[config.mk]
export PLATFORM = sky130hd
export DESIGN_NAME = revgate_cascade
export DESIGN_NICKNAME = d
export VERILOG_FILES = /design/src/rtl/revgate_pkg.sv /design/src/rtl/revgate_cfg_store.sv /design/src/rtl/revgate_fault_ctl.sv /design/src/rtl/revgate_chain.sv /design/src/rtl/revgate_cascade.sv
export SDC_FILE = /design/constraint.sdc
export NUM_CORES = 2
export LEC_CHECK = 0
export ABC_CLOCK_PERIOD_IN_PS = 72300
export BUFFER_PORTS_ARGS = -buffer_cell sky130_fd_sc_hd__buf_2
export CAP_MARGIN = 25
export CORE_UTILIZATION = 35
export CTS_CLUSTER_DIAMETER = 40
export DETAILED_ROUTE_END_ITERATION = 10
export MAX_ROUTING_LAYER = met4
export PLACE_DENSITY_LB_ADDON = 0.12
export SLEW_MARGIN = 20
export SYNTH_ARGS = -nofsm -noshare
export SYNTH_HDL_FRONTEND = slang
export SYNTH_HIERARCHICAL = 1
export SYNTH_SLANG_ARGS = --single-unit
[constraint.sdc]
create_clock -name clk -period 72.3 [get_ports clk]
set_input_delay 14.46 -clock clk [delete_from_list [all_inputs] [get_ports clk]]
set_output_delay 14.46 -clock clk [all_outputs]
set_load 0.02 [all_outputs]
[src/rtl/revgate_pkg.sv]
package revgate_pkg;

  typedef enum logic [2:0] {
    FM_NONE      = 3'd0,
    FM_DROP_ONE  = 3'd1,
    FM_REPEAT    = 3'd2,
    FM_DROP_CTRL = 3'd3,
    FM_DROP_RUN  = 3'd4
  } fault_mode_e;

endpackage

[src/rtl/revgate_cfg_store.sv]
module revgate_cfg_store #(
  parameter int NL = 8,
  parameter int NG = 16,
  localparam int TGT_W = $clog2(NL),
  localparam int GIDX_W = $clog2(NG)
) (
  input  logic                          clk,
  input  logic                          rst,
  input  logic                          we,
  input  logic [GIDX_W-1:0]             slot,
  input  logic [NL-1:0]                 ctrl_mask,
  input  logic [TGT_W-1:0]              target,
  input  logic                          enable,
  output logic [NG-1:0][NL-1:0]         mask_q,
  output logic [NG-1:0][TGT_W-1:0]      tgt_q,
  output logic [NG-1:0]                 en_q,
  output logic                          err_q
);

  logic overlap;
  assign overlap = ctrl_mask[target];

  always_ff @(posedge clk) begin
    if (rst) begin
      mask_q <= '0;
      tgt_q  <= '0;
      en_q   <= '0;
      err_q  <= 1'b0;
    end else if (we) begin
      err_q <= overlap;
      if (!overlap) begin
        mask_q[slot] <= ctrl_mask;
        tgt_q[slot]  <= target;
        en_q[slot]   <= enable;
      end
    end
  end

endmodule

[src/rtl/revgate_fault_ctl.sv]
module revgate_fault_ctl
  import revgate_pkg::*;
#(
  parameter int NL = 8,
  parameter int NG = 16,
  parameter int MAXREP = 4,
  localparam int GIDX_W = $clog2(NG),
  localparam int PAR_W = GIDX_W + 1,
  localparam int REP_W = $clog2(MAXREP + 1)
) (
  input  logic                      clk,
  input  logic                      rst,
  input  logic                      we,
  input  logic [2:0]                mode,
  input  logic [GIDX_W-1:0]         gate,
  input  logic [PAR_W-1:0]          param,
  input  logic [NL-1:0]             drop,
  output logic [NG-1:0]             skip,
  output logic [NG-1:0][REP_W-1:0]  reps,
  output logic [NG-1:0][NL-1:0]     drop_ctl
);

  fault_mode_e         mode_q;
  logic [GIDX_W-1:0]   gate_q;
  logic [PAR_W-1:0]    param_q;
  logic [NL-1:0]       drop_q;

  always_ff @(posedge clk) begin
    if (rst) begin
      mode_q  <= FM_NONE;
      gate_q  <= '0;
      param_q <= '0;
      drop_q  <= '0;
    end else if (we) begin
      mode_q  <= fault_mode_e'(mode);
      gate_q  <= gate;
      param_q <= param;
      drop_q  <= drop;
    end
  end

  logic [REP_W-1:0] rep_n;
  logic [PAR_W-1:0] run_len;
  logic [PAR_W:0]   run_end;

  always_comb begin
    if (param_q < PAR_W'(2))
      rep_n = REP_W'(2);
    else if (param_q > PAR_W'(MAXREP))
      rep_n = REP_W'(MAXREP);
    else
      rep_n = REP_W'(param_q);
    run_len = (param_q < PAR_W'(2)) ? PAR_W'(2) : param_q;
    run_end = (PAR_W + 1)'(gate_q) + (PAR_W + 1)'(run_len);
  end

  for (genvar g = 0; g < NG; g++) begin : g_slot
    logic hit;
    logic in_run;
    assign hit    = (gate_q == GIDX_W'(g));
    assign in_run = ((PAR_W + 1)'(g) >= (PAR_W + 1)'(gate_q)) &&
                    ((PAR_W + 1)'(g) < run_end);
    assign skip[g]     = (mode_q == FM_DROP_ONE && hit) ||
                         (mode_q == FM_DROP_RUN && in_run);
    assign reps[g]     = (mode_q == FM_REPEAT && hit) ? rep_n : REP_W'(1);
    assign drop_ctl[g] = (mode_q == FM_DROP_CTRL && hit) ? drop_q : '0;
  end

endmodule

[src/rtl/revgate_chain.sv]
module revgate_chain #(
  parameter int NL = 8,
  parameter int NG = 16,
  parameter int MAXREP = 4,
  localparam int TGT_W = $clog2(NL),
  localparam int REP_W = $clog2(MAXREP + 1)
) (
  input  logic [NG-1:0][NL-1:0]     mask,
  input  logic [NG-1:0][TGT_W-1:0]  tgt,
  input  logic [NG-1:0]             en,
  input  logic [NG-1:0]             skip,
  input  logic [NG-1:0][REP_W-1:0]  reps,
  input  logic [NG-1:0][NL-1:0]     drop,
  input  logic [NL-1:0]             din,
  output logic [NL-1:0]             dout
);

  function automatic logic [NL-1:0] apply_gate(input logic [NL-1:0] v,
                                                input logic [NL-1:0] cm,
                                                input logic [TGT_W-1:0] t);
    logic [NL-1:0] flip;
    flip = ((v & cm) == cm) ? (NL'(1) << t) : '0;
    return v ^ flip;
  endfunction

  logic [NL-1:0] stg [NG+1];
  assign stg[0] = din;

  for (genvar g = 0; g < NG; g++) begin : g_slot
    logic [NL-1:0] sub [MAXREP+1];
    logic [NL-1:0] cm;
    assign cm     = mask[g] & ~drop[g];
    assign sub[0] = stg[g];
    for (genvar r = 0; r < MAXREP; r++) begin : g_rep
      assign sub[r+1] = (reps[g] > REP_W'(r)) ? apply_gate(sub[r], cm, tgt[g]) : sub[r];
    end
    assign stg[g+1] = (en[g] && !skip[g]) ? sub[MAXREP] : stg[g];
  end

  assign dout = stg[NG];

endmodule

[src/rtl/revgate_cascade.sv]
module revgate_cascade #(
  parameter int NL = 8,
  parameter int NG = 16,
  parameter int MAXREP = 4,
  localparam int TGT_W = $clog2(NL),
  localparam int GIDX_W = $clog2(NG),
  localparam int PAR_W = GIDX_W + 1,
  localparam int REP_W = $clog2(MAXREP + 1)
) (
  input  logic              clk,
  input  logic              rst,
  input  logic              cfg_we,
  input  logic [GIDX_W-1:0] cfg_slot,
  input  logic [NL-1:0]     cfg_ctrl_mask,
  input  logic [TGT_W-1:0]  cfg_target,
  input  logic              cfg_enable,
  input  logic              flt_we,
  input  logic [2:0]        flt_mode,
  input  logic [GIDX_W-1:0] flt_gate,
  input  logic [PAR_W-1:0]  flt_param,
  input  logic [NL-1:0]     flt_drop,
  input  logic              in_valid,
  input  logic [NL-1:0]     in_vec,
  output logic              out_valid,
  output logic [NL-1:0]     golden_vec,
  output logic [NL-1:0]     faulty_vec,
  output logic              mismatch,
  output logic              config_error
);

  logic [NG-1:0][NL-1:0]     mask_q;
  logic [NG-1:0][TGT_W-1:0]  tgt_q;
  logic [NG-1:0]             en_q;
  logic [NG-1:0]             f_skip;
  logic [NG-1:0][REP_W-1:0]  f_reps;
  logic [NG-1:0][NL-1:0]     f_drop;
  logic [NG-1:0][REP_W-1:0]  one_reps;
  logic [NL-1:0]             gold_d;
  logic [NL-1:0]             faul_d;

  for (genvar g = 0; g < NG; g++) begin : g_one
    assign one_reps[g] = REP_W'(1);
  end

  revgate_cfg_store #(.NL(NL), .NG(NG)) u_cfg (
    .clk(clk), .rst(rst), .we(cfg_we), .slot(cfg_slot),
    .ctrl_mask(cfg_ctrl_mask), .target(cfg_target), .enable(cfg_enable),
    .mask_q(mask_q), .tgt_q(tgt_q), .en_q(en_q), .err_q(config_error)
  );

  revgate_fault_ctl #(.NL(NL), .NG(NG), .MAXREP(MAXREP)) u_flt (
    .clk(clk), .rst(rst), .we(flt_we), .mode(flt_mode), .gate(flt_gate),
    .param(flt_param), .drop(flt_drop),
    .skip(f_skip), .reps(f_reps), .drop_ctl(f_drop)
  );

  revgate_chain #(.NL(NL), .NG(NG), .MAXREP(MAXREP)) u_gold (
    .mask(mask_q), .tgt(tgt_q), .en(en_q),
    .skip('0), .reps(one_reps), .drop('0),
    .din(in_vec), .dout(gold_d)
  );

  revgate_chain #(.NL(NL), .NG(NG), .MAXREP(MAXREP)) u_faul (
    .mask(mask_q), .tgt(tgt_q), .en(en_q),
    .skip(f_skip), .reps(f_reps), .drop(f_drop),
    .din(in_vec), .dout(faul_d)
  );

  always_ff @(posedge clk) begin
    if (rst) begin
      out_valid  <= 1'b0;
      golden_vec <= '0;
      faulty_vec <= '0;
      mismatch   <= 1'b0;
    end else begin
      out_valid <= in_valid;
      mismatch  <= in_valid && (gold_d != faul_d);
      if (in_valid) begin
        golden_vec <= gold_d;
        faulty_vec <= faul_d;
      end
    end
  end

endmodule

==> impl_metrics.yaml <==
floorplanning:
  initial_core_util_pct: 35.3
  fp.dieArea_sq_mm: 0.104
  num_rows: 117
  dieHeight_um: 322
  dieWidth_um: 322
  io-pin-count: 68
  core_area_sq_mm: 0.102
route:
  ant_nets: 0
  viasPerCell: 5.79
  route.detailed.drc: 0
  routed_wl_mm: 144
  first_pass_iters: 6
  via_count: 37900
  wl_per_cell_um: 22.0
  drt_first_iter_violations: 3839
cts:
  cts_tree: "yes"
  clock_sinks: 231
  cts_setup_buffers: 0
  cts_made_buffers: 54
  ctsResizeCount: 0
  cts_htree_levels: 2
  clk_pin_slew_ns: 0.04
  ctsHoldBuffers: 0
  insertion_delay_ns: 0.62
  ctsRootBufferMaster: "clkbuf_16"
  clock_path_buffers: 3
global_routing:
  grt_pass1_wl_mm: 216
  grt-ovfl-total: 0
  antenna_found_initial: 7
  gr-usage-all-layers_pct: 27.5
  grt_max_degree: 125
  grt_pass1_vias: 34500
power_and_ir_drop:
  switching_share_pct: 31.3
  internal_power_uw: 332
  pwr-share-clk_pct: 53.5
  p_sw_uw: 151
  p_seq_share_pct: 27.7
  combPwrFrac_pct: 18.8
  peakVddDrop_uv: 15.1
  cellPowerDensity_mw_per_mm2: 12.1
  p_leak_nw: 15.6
worst_setup_path:
  worst_path_max_delay_cell: "nor4_4"
  critical_path_peak_fanout: 26
  path_class: "input port to register"
  rrSetupSlack_ns: 39.87
  cp-start-kind: "input port"
  cp_common_cell: "xnor2_1"
  cp.required_ns: 72.76
  max_stage_delay_ns: 0.79
  endpoint_kind: "register"
  cp.arrival_ns: 44.47
placement:
  dp_hpwl_mm: 109
  gp_congestion: 0.992
  port_buffers: 67
sta:
  fin_crit_ns: 44.01
  worst_clock_skew_ns: 0.0366
  setup_viol: 0
  max_freq_mhz: 22.7
  fin_crit_sh_pct: 60.9
  slew_viol_final: 0
  tns_ns: 0
  final_hold_viol_count: 0
  max_slew_margin_pct: 0.687
  rsz0062_at_grt: "false"
  worstMarginPinSlew_ns: 1.47
layout:
  final_common_cell: "nor2_1"
  nets: 5181
  utilization_pct: 39.4
  area.growth.synth_to_final_pct: 11.4
  drive_above_1_share_pct: 9.88
  mostFrequentLayoutCells: "449 x nor2_1, 364 x nand2_1, 342 x nand2b_1"
synthesis:
  async_flop_share_pct: 0
  yosysWarningCount: 6
  synth_edf_count: 0
  synth_seq_cells: 231
  yosysSeqAreaShare_pct: 12.9
  syn_inst: 4872
  synth.distinct_cells: 141
  netlist_area_sq_mm: 0.0359
  synth-main-ff-cell: "dfxtp_1"
  avgSynthCellArea_sq_um: 7.37
job:
  max_cap_violations: 0
min_path:
  hp-class: "register to register"
outcome:
  outcome: "complete, no violations"
[state kept, by name, indices dropped and copies added (netlist names), 3 cells and up]
signal         cells
u_flt/mode_q       3
golden_vec         8
u_flt/drop_q       8
u_flt/param_q      5
faulty_vec         8
u_flt/gate_q       4
u_cfg/mask_q     128
u_cfg/tgt_q       48
u_cfg/en_q        16
[path summary, 6_finish.rpt]
check,endpoint,cells past startpoint,start
worst max-delay path,mismatch$_SDFF_PP0_,98,in_vec[1]
worst min-delay path,u_cfg/err_q$_SDFFE_PP0P_,2,u_cfg/err_q$_SDFFE_PP0P_
worst max register to register,mismatch$_SDFF_PP0_,104,u_flt/param_q[4]$_SDFFE_PP0P_
worst min register to register,u_cfg/err_q$_SDFFE_PP0P_,2,u_cfg/err_q$_SDFFE_PP0P_
[worst max-delay path, delay by kind of cell]
| kind | cells | cell delay, ns |
|---|---|---|
| compound gates | 37 | 9.56 |
| simple gates | 46 | 15.77 |
| xor+xnor | 11 | 3.41 |
| mux | 3 | 1.02 |
| buf+inv | 1 | 0.22 |
[area by class of cell]
class                   count  area [sq um]
well taps                1368          1710
flip-flops and latches    231          4630
repair buffers            115           722
multi-input cells        4624         30700
inverters                 101           379
fillers                 10800         61700
diodes                      4          10.0
clock inverters            31           389
clock buffers              71          1540
[routing by layer]
metal	up-vias	track usage (%)	share of wire [%]
met5	-	-	0
met4	0	5.65	2.0
met3	195	2.87	5.9
met2	1353	43.0	45
met1	18100	38.1	47
li1	18300	-	-
[Yosys cell counts, types with 19 or more instances]
master / instances / share of area [%]
xor2_1: 83 / 2.0
a211oi_1: 56 / 1.2
o21a_1: 31 / 0.65
and2_1: 211 / 3.7
nand3b_1: 47 / 0.98
and4_1: 36 / 0.88
nand2b_1: 346 / 6.0
or4_1: 20 / 0.42
xnor2_1: 168 / 4.1
o31ai_1: 67 / 1.4
o21ai_0: 93 / 1.3
a21oi_1: 146 / 2.0
nor2_1: 449 / 4.7
clkbuf_1: 85 / 0.89
o21ai_1: 37 / 0.52
nor3b_1: 41 / 0.86
or2b_1: 58 / 1.2
inv_1: 101 / 1.1
mux2i_1: 293 / 8.2
dfxtp_1: 231 / 13
or3b_1: 19 / 0.46
a21o_1: 36 / 0.75
nor3_1: 145 / 2.0
nor2b_1: 166 / 2.9
or3_1: 82 / 1.4
o211ai_1: 39 / 0.81
buf_4: 42 / 0.88
or2_2: 36 / 0.63
and3_1: 66 / 1.1
and2b_1: 92 / 1.9
nor4_1: 86 / 1.5
buf_2: 32 / 0.45
o2111ai_1: 20 / 0.49
nand2_1: 364 / 3.8
o22ai_1: 24 / 0.42
buf_6: 42 / 1.3
nand4_1: 105 / 1.8
a31oi_1: 98 / 1.7
nand3_1: 170 / 2.4
a41oi_1: 32 / 0.78
[metrics by stage]
step                hold WS, ns  total power, mW  area, sq um  std cells  setup slack (ns)
CTS                       0.473            0.485        40000       6539             28.44
finish                    0.470            0.483        40000       6545             28.29
global placement          0.449            0.224        38100       6437             28.35
detailed placement        0.462            0.224        38100       6437             27.84
global route              0.498            0.500        40000       6541             26.16
floorplan                 0.453            0.196        37000       5168             33.69
[power groups by stage]
stage	clock network [mW]	registers [mW]	logic, mW
final	0.259	0.134	0.0911
after detailed placement	0	0.136	0.0880
after floorplan	0	0.135	0.0611
after global routing	0.269	0.134	0.0975
after global placement	0	0.136	0.0884
after CTS	0.263	0.134	0.0884
[kinds of logic after synthesis]
group / Yosys count / synth area share [%]
adders and majority gates: 5 / 0.195
buffers and inverters: 313 / 4.91
and+or+nand+nor: 2735 / 44.7
muxes: 315 / 8.89
other: 2 / 0.0209
DFF: 231 / 12.9
AOI/OAI and AO/OA: 1006 / 21.7
xor gates and xnor gates: 265 / 6.75
(Power assumes the default switching activity.)
